**config.mk**
```make
export PLATFORM = sky130hd
export DESIGN_NAME = icm_group
export DESIGN_NICKNAME = d
export VERILOG_FILES = /design/src/rtl/icm_pkg.sv /design/src/rtl/icm_decode.sv /design/src/rtl/icm_cause.sv /design/src/rtl/icm_mask.sv /design/src/rtl/icm_group.sv
export SDC_FILE = /design/constraint.sdc
export NUM_CORES = 1
export LEC_CHECK = 0
export BUFFER_PORTS_ARGS = -buffer_cell sky130_fd_sc_hd__buf_4
export CORE_AREA = 10 10 141 143
export CTS_BUF_LIST = sky130_fd_sc_hd__clkbuf_8
export DETAILED_ROUTE_END_ITERATION = 10
export DIE_AREA = 0 0 151 153
export GPL_TIMING_DRIVEN = 0
export PLACE_DENSITY = 0.64
export SKIP_LAST_GASP = 1
export SLEW_MARGIN = 30
export SYNTH_ARGS = -nofsm -noshare
export SYNTH_HDL_FRONTEND = slang
export SYNTH_SLANG_ARGS = --single-unit
export TNS_END_PERCENT = 20
```
**constraint.sdc**
```tcl
create_clock -name clk -period 1.6 [get_ports clk]
set_input_delay 0.08 -clock clk [delete_from_list [all_inputs] [get_ports clk]]
set_output_delay 0.08 -clock clk [all_outputs]
set_load 0.02 [all_outputs]
```
**src/rtl/icm_pkg.sv**
```systemverilog
// Shared definitions for the interrupt cause/mask group.
// Assumes a 3-bit register address space.
package icm_pkg;
    localparam int ADDR_W = 3;

    typedef enum logic [ADDR_W-1:0] {
        A_CAUSE     = 3'd0,
        A_CAUSE_SET = 3'd1,
        A_CAUSE_CLR = 3'd2,
        A_MASK      = 3'd3,
        A_MASK_CLR  = 3'd4,
        A_MASK_SET  = 3'd5,
        A_ABORT     = 3'd6,
        A_CTRL      = 3'd7
    } icm_addr_e;

    localparam int CTRL_COR_BIT  = 0;
    localparam int CTRL_AUTO_BIT = 1;
endpackage

```
**src/rtl/icm_decode.sv**
```systemverilog
// Register bus decoder: turns a single-cycle request into per-register
// write and read strobes. Assumes at most one request per cycle.
module icm_decode
    import icm_pkg::*;
(
    input  logic              bus_valid,
    input  logic              bus_write,
    input  logic [ADDR_W-1:0] bus_addr,
    output logic              wr_cause_set,
    output logic              wr_cause_clr,
    output logic              wr_mask,
    output logic              wr_mask_set,
    output logic              wr_mask_clr,
    output logic              wr_abort,
    output logic              wr_ctrl,
    output logic              rd_cause
);
    logic wr_any;
    logic rd_any;

    // Split the request into write and read qualifiers.
    always_comb begin
        wr_any = bus_valid & bus_write;
        rd_any = bus_valid & ~bus_write;
    end

    // One strobe per addressed register.
    always_comb begin
        wr_cause_set = wr_any && (bus_addr == A_CAUSE_SET);
        wr_cause_clr = wr_any && (bus_addr == A_CAUSE_CLR);
        wr_mask      = wr_any && (bus_addr == A_MASK);
        wr_mask_set  = wr_any && (bus_addr == A_MASK_SET);
        wr_mask_clr  = wr_any && (bus_addr == A_MASK_CLR);
        wr_abort     = wr_any && (bus_addr == A_ABORT);
        wr_ctrl      = wr_any && (bus_addr == A_CTRL);
        rd_cause     = rd_any && (bus_addr == A_CAUSE);
    end
endmodule

```
**src/rtl/icm_cause.sv**
```systemverilog
// Cause register. Order of updates per cycle: clear-on-read wipe, then
// write-one-to-clear, then software set and hardware events, so a set
// from either source always survives a clear in the same cycle.
module icm_cause #(
    parameter int WIDTH = 32
) (
    input  logic             clk,
    input  logic             rst_n,
    input  logic             wipe,
    input  logic [WIDTH-1:0] clr_bits,
    input  logic [WIDTH-1:0] set_bits,
    input  logic [WIDTH-1:0] hw_event,
    output logic [WIDTH-1:0] cause_q
);
    logic [WIDTH-1:0] cause_d;

    // Next cause value with set taking priority over clear.
    always_comb begin
        cause_d = wipe ? '0 : cause_q;
        cause_d = cause_d & ~clr_bits;
        cause_d = cause_d | set_bits | hw_event;
    end

    // Cause storage, empty after reset.
    always_ff @(posedge clk) begin
        if (!rst_n) cause_q <= '0;
        else        cause_q <= cause_d;
    end
endmodule

```
**src/rtl/icm_mask.sv**
```systemverilog
// Mask register. A direct write replaces the mask. Otherwise set bits
// (software and auto-mask) are merged first and software clear bits
// are applied last, so an unmask wins over an auto-mask in the same cycle.
module icm_mask #(
    parameter int WIDTH = 32
) (
    input  logic             clk,
    input  logic             rst_n,
    input  logic             load,
    input  logic [WIDTH-1:0] load_val,
    input  logic [WIDTH-1:0] set_bits,
    input  logic [WIDTH-1:0] auto_bits,
    input  logic [WIDTH-1:0] clr_bits,
    output logic [WIDTH-1:0] mask_q
);
    logic [WIDTH-1:0] mask_d;

    // Next mask value.
    always_comb begin
        if (load) mask_d = load_val;
        else      mask_d = (mask_q | set_bits | auto_bits) & ~clr_bits;
    end

    // Mask storage, everything masked after reset.
    always_ff @(posedge clk) begin
        if (!rst_n) mask_q <= '1;
        else        mask_q <= mask_d;
    end
endmodule

```
**src/rtl/icm_group.sv**
```systemverilog
// One interrupt group: cause, mask, abort-enable and control registers
// behind a synchronous register bus, plus registered interrupt and abort
// outputs. Assumes WIDTH >= 2 so the control bits fit in a read word.
module icm_group
    import icm_pkg::*;
#(
    parameter int WIDTH = 32
) (
    input  logic              clk,
    input  logic              rst_n,
    input  logic              bus_valid,
    input  logic              bus_write,
    input  logic [ADDR_W-1:0] bus_addr,
    input  logic [WIDTH-1:0]  bus_wdata,
    output logic [WIDTH-1:0]  bus_rdata,
    input  logic [WIDTH-1:0]  hw_event,
    output logic              irq,
    output logic              abort_req
);
    logic wr_cause_set, wr_cause_clr, wr_mask, wr_mask_set, wr_mask_clr;
    logic wr_abort, wr_ctrl, rd_cause;
    logic [WIDTH-1:0] cause_q;
    logic [WIDTH-1:0] mask_q;
    logic [WIDTH-1:0] abort_en_q;
    logic             cor_en;
    logic             auto_en;
    logic [WIDTH-1:0] pending;
    logic [WIDTH-1:0] auto_bits;
    logic [WIDTH-1:0] rdata_d;

    icm_decode u_dec (
        .bus_valid    (bus_valid),
        .bus_write    (bus_write),
        .bus_addr     (bus_addr),
        .wr_cause_set (wr_cause_set),
        .wr_cause_clr (wr_cause_clr),
        .wr_mask      (wr_mask),
        .wr_mask_set  (wr_mask_set),
        .wr_mask_clr  (wr_mask_clr),
        .wr_abort     (wr_abort),
        .wr_ctrl      (wr_ctrl),
        .rd_cause     (rd_cause)
    );

    icm_cause #(.WIDTH(WIDTH)) u_cause (
        .clk      (clk),
        .rst_n    (rst_n),
        .wipe     (rd_cause & cor_en),
        .clr_bits (wr_cause_clr ? bus_wdata : '0),
        .set_bits (wr_cause_set ? bus_wdata : '0),
        .hw_event (hw_event),
        .cause_q  (cause_q)
    );

    // Unmasked pending causes and the bits auto-mask would lock.
    always_comb begin
        pending   = cause_q & ~mask_q;
        auto_bits = auto_en ? pending : '0;
    end

    icm_mask #(.WIDTH(WIDTH)) u_mask (
        .clk       (clk),
        .rst_n     (rst_n),
        .load      (wr_mask),
        .load_val  (bus_wdata),
        .set_bits  (wr_mask_set ? bus_wdata : '0),
        .auto_bits (auto_bits),
        .clr_bits  (wr_mask_clr ? bus_wdata : '0),
        .mask_q    (mask_q)
    );

    // Abort-enable and control registers.
    always_ff @(posedge clk) begin
        if (!rst_n) begin
            abort_en_q <= '0;
            cor_en     <= 1'b0;
            auto_en    <= 1'b0;
        end else begin
            if (wr_abort) abort_en_q <= bus_wdata;
            if (wr_ctrl) begin
                cor_en  <= bus_wdata[CTRL_COR_BIT];
                auto_en <= bus_wdata[CTRL_AUTO_BIT];
            end
        end
    end

    // Read mux for the addressed register.
    always_comb begin
        rdata_d = '0;
        if (bus_valid && !bus_write) begin
            unique case (bus_addr)
                A_CAUSE: rdata_d = cause_q;
                A_MASK:  rdata_d = mask_q;
                A_ABORT: rdata_d = abort_en_q;
                A_CTRL: begin
                    rdata_d[CTRL_COR_BIT]  = cor_en;
                    rdata_d[CTRL_AUTO_BIT] = auto_en;
                end
                default: rdata_d = '0;
            endcase
        end
    end

    // Registered read data and group outputs.
    always_ff @(posedge clk) begin
        if (!rst_n) begin
            bus_rdata <= '0;
            irq       <= 1'b0;
            abort_req <= 1'b0;
        end else begin
            if (bus_valid && !bus_write) bus_rdata <= rdata_d;
            irq       <= |pending;
            abort_req <= |(cause_q & abort_en_q);
        end
    end
endmodule

```
==> metrics <==
Placed Instances 1152; reg-to-reg critical path endpoint u_mask.mask_q[13]$_SDFF_PN1_; CTS buffer count 17; critical path required time 2000 ps; Cell Area, Synth 6733 um2; DP HPWL 18540 um; Routed WL per cell 20.22 um; clock power share 0.404; hold_sp rst_n; P_int 5.745 mW; worst reg-to-reg setup slack 70 ps; maxcap violations 0; number of H-tree levels 4; die area 23100 um2; sequential power share 0.452; mean post-synth cell area a little over 8 um2; source-to-sink clock delay at the later pin of the worst-skew pair 470 ps; I/O Pins ~110; top area cells in the synthesized netlist dfxtp_1 (39%), a21oi_1 (9.7%), nand2_1 (7.4%); Mapped Cells 825; DRC viols 0; Final Skew around 9.4 ps; Crit Path Category in -> reg; die extent in x 151 um; ANT nets after route 0; share of cells above drive strength 1 0.1739; final non-filler cell total 1266; grt ovf 0; port buffer count 102; vias in the first global route 6937; cell accounting for the most synthesized area dfxtp_1; largest net degree at the start of global routing 17; Critical Path Slowest Stage Cell dlygate4sd3_1; final core utilization 0.5301; crit path time final 1563 ps; post-synth cell types 38; Worst Path Arrival between 1500 and 2000 ps; ys async rst share 0; Post-DP Area 7780 um2; first-pass GRT wire length roughly 40000 um; hold crit path type in -> reg; reg2reg start auto_en$_SDFFE_PN0P_; Final setup viols 0; multi-input logic area 3441 um2; Via density around 5.7; Seq/Total Area, Yosys 0.3925; CP bufs+invs 4; #FFs+latches synth 132; Synth top area share 0.3925; Post-synth EDFFs 0; CP Launch Type input port; Antenna Cells 0; clock sinks approximately 130; Area Overhead vs Synth 34.29%; initial antenna violation count 0; final instance area approximately 9000 um2; Mapped Nets 896; period utilisation layout 0.9769; ys flop type dfxtp_1; CP max stage delay 570 ps; Critical Path Sink Type flip-flop; Lkg Pwr 3.801 nW; Tot GR Track Use 0.2202; Final Worst Setup Slack approximately 37 ps; core outline area 17060 um2; synth cell count leaders dfxtp_1 (132), nand2_1 (132), a21oi_1 (130), inv_1 (65), nand4_1 (38); DP Worst Slack -205.1 ps; NetSw 2.115 mW; Worst Max-Slew Pin Slew just over 700 ps; worst path cell trace buf_4 > buf_4 > nand2b_4 > nor3_4 > buf_2 > a21oi_1 > dlygate4sd3_1 > a21oi_1; Final nets 1099; worst-case clock buffer depth 2; Rel. slew slack 0.5151; max frequency approximately 640 MHz; Final Hold Fails 0; clock root buffer clkbuf_8; routability cong. 0.9190; crit-path max FO 10; Initial Utilization 0.3947; outcome finished, final reports clean; Design Power 7.861 mW; Net Sw Frac 0.2691; Pwr Density 869.4 nW/um2; Peak supply drop 0.0005782 V; sequential cell area about 2600 um2; Fillers roughly 1.7k; unrepaired setup endpoints after global routing yes; Vias 7221; CP delay by family, top buffers and inverters; DRT iter0 DRCs 969; die height 153 um; Rows 48; Worst R2R Path Depth 5; max-slew violations 0; clk slew on worst S/H paths approximately 80 ps; final wirelength ~26000 um; yosys warns 0; CTS tree yes; hold-critical path endpoint u_mask.mask_q[31]$_SDFF_PN1_; Comb pwr share 0.144; Hold Crit Depth 2; first drt pass iteration count 6
[cell type report]
class	count	share of cell area
Tap cell	225	0.03114
Multi-Input combinational cell	553	0.3806
Clock buffer	20	0.03045
Timing Repair Buffer	184	0.1755
Clock inverter	12	0.01785
Sequential cell	132	0.2923
Inverter	66	0.02740
Buffer	74	0.04484
[how the worst max path moves through the flow]
stage                                    start                              to  slack (ps)  cells past startpoint
after floorplan           auto_en$_SDFFE_PN0P_    u_mask.mask_q[10]$_SDFF_PN1_         350                      5
after global placement                   rst_n  u_cause.cause_q[16]$_SDFF_PN0_        -160                      5
after detailed placement           bus_addr[1]    u_mask.mask_q[13]$_SDFF_PN1_        -210                      7
after CTS                 auto_en$_SDFFE_PN0P_    u_mask.mask_q[10]$_SDFF_PN1_          40                      5
after global routing               bus_addr[1]  u_cause.cause_q[23]$_SDFF_PN0_         -50                      8
final                              bus_addr[1]   u_cause.cause_q[8]$_SDFF_PN0_          40                      8
[per-stage QoR]
stage                     hold WS [ps]  setup TNS (ps)
after floorplan                  207.6               0
after global placement           338.0           -5866
after detailed placement         343.5           -6668
after CTS                        7.624               0
after global routing             21.34          -307.4
final                            6.592               0
[flip-flops by register name, summed over array words and instances (netlist names)]
register,count
irq,1
bus_rdata,32
abort_req,1
cor_en,1
u_mask.mask_q,32
auto_en,1
abort_en_q,32
u_cause.cause_q,32
[cell families (layout without fill, tap and decap cells)]
| kind of cell | Yosys count | after routing | share of synthesized area |
|---|---|---|---|
| xor gates and xnor gates | 2 | 2 | 0.002602 |
| DFF | 132 | 132 | 0.3925 |
| buffers and inverters | 140 | 356 | 0.09645 |
| muxes | 32 | 32 | 0.04758 |
| AOI/OAI and AO/OA | 296 | 296 | 0.3012 |
| and+or+nand+nor | 223 | 223 | 0.1596 |
[cell usage in the layout, fill, tap and decap left out, drive strengths merged, types with 3 or more instances in the layout]
cell	instances
a211o	32
a21oi	130
a222oi	30
a22o	30
a22oi	18
buf	139
bufinv	4
clkbuf	57
clkinv	3
dfxtp	132
dlygate4sd3	82
inv	69
mux2i	32
nand2	133
nand4	38
nor2	5
nor3	34
nor4	5
o211ai	32
o22ai	18
[layer usage]
metal | share of wire | wire, um | track usage | vias up
li1 | - | - | - | 3466
met1 | 0.41 | 10500 | 0.2846 | 3352
met2 | 0.47 | 11990 | 0.3482 | 347
met3 | 0.094 | 2394 | 0.05078 | 56
met4 | 0.028 | 711 | 0.07978 | 0
met5 | 0 | 0 | 0 | -
[power by group through the flow]
| stage | Sequential, mW | Combinational [mW] | Clock (mW) |
|---|---|---|---|
| 2_1_floorplan | 3.57 | 0.565 | 0 |
| 5_1_grt | 3.56 | 1.24 | 3.32 |
| 3_5_place_dp | 3.62 | 0.953 | 0 |
| 3_3_place_gp | 3.62 | 0.944 | 0 |
| 4_1_cts | 3.55 | 1.11 | 3.18 |
| 6_report | 3.55 | 1.13 | 3.17 |
[repair_timing]
item / in CTS / in global routing
endpoints found under the hold margin: 98 / 0
gates resized for setup: 1 / 4
pin swaps: 0 / 0
hold buffers: 82 / 0
buffers inserted: 0 / 0
setup endpoints to repair: 10 / 33
cloned: 0 / 0
(Power assumes the default switching activity.)
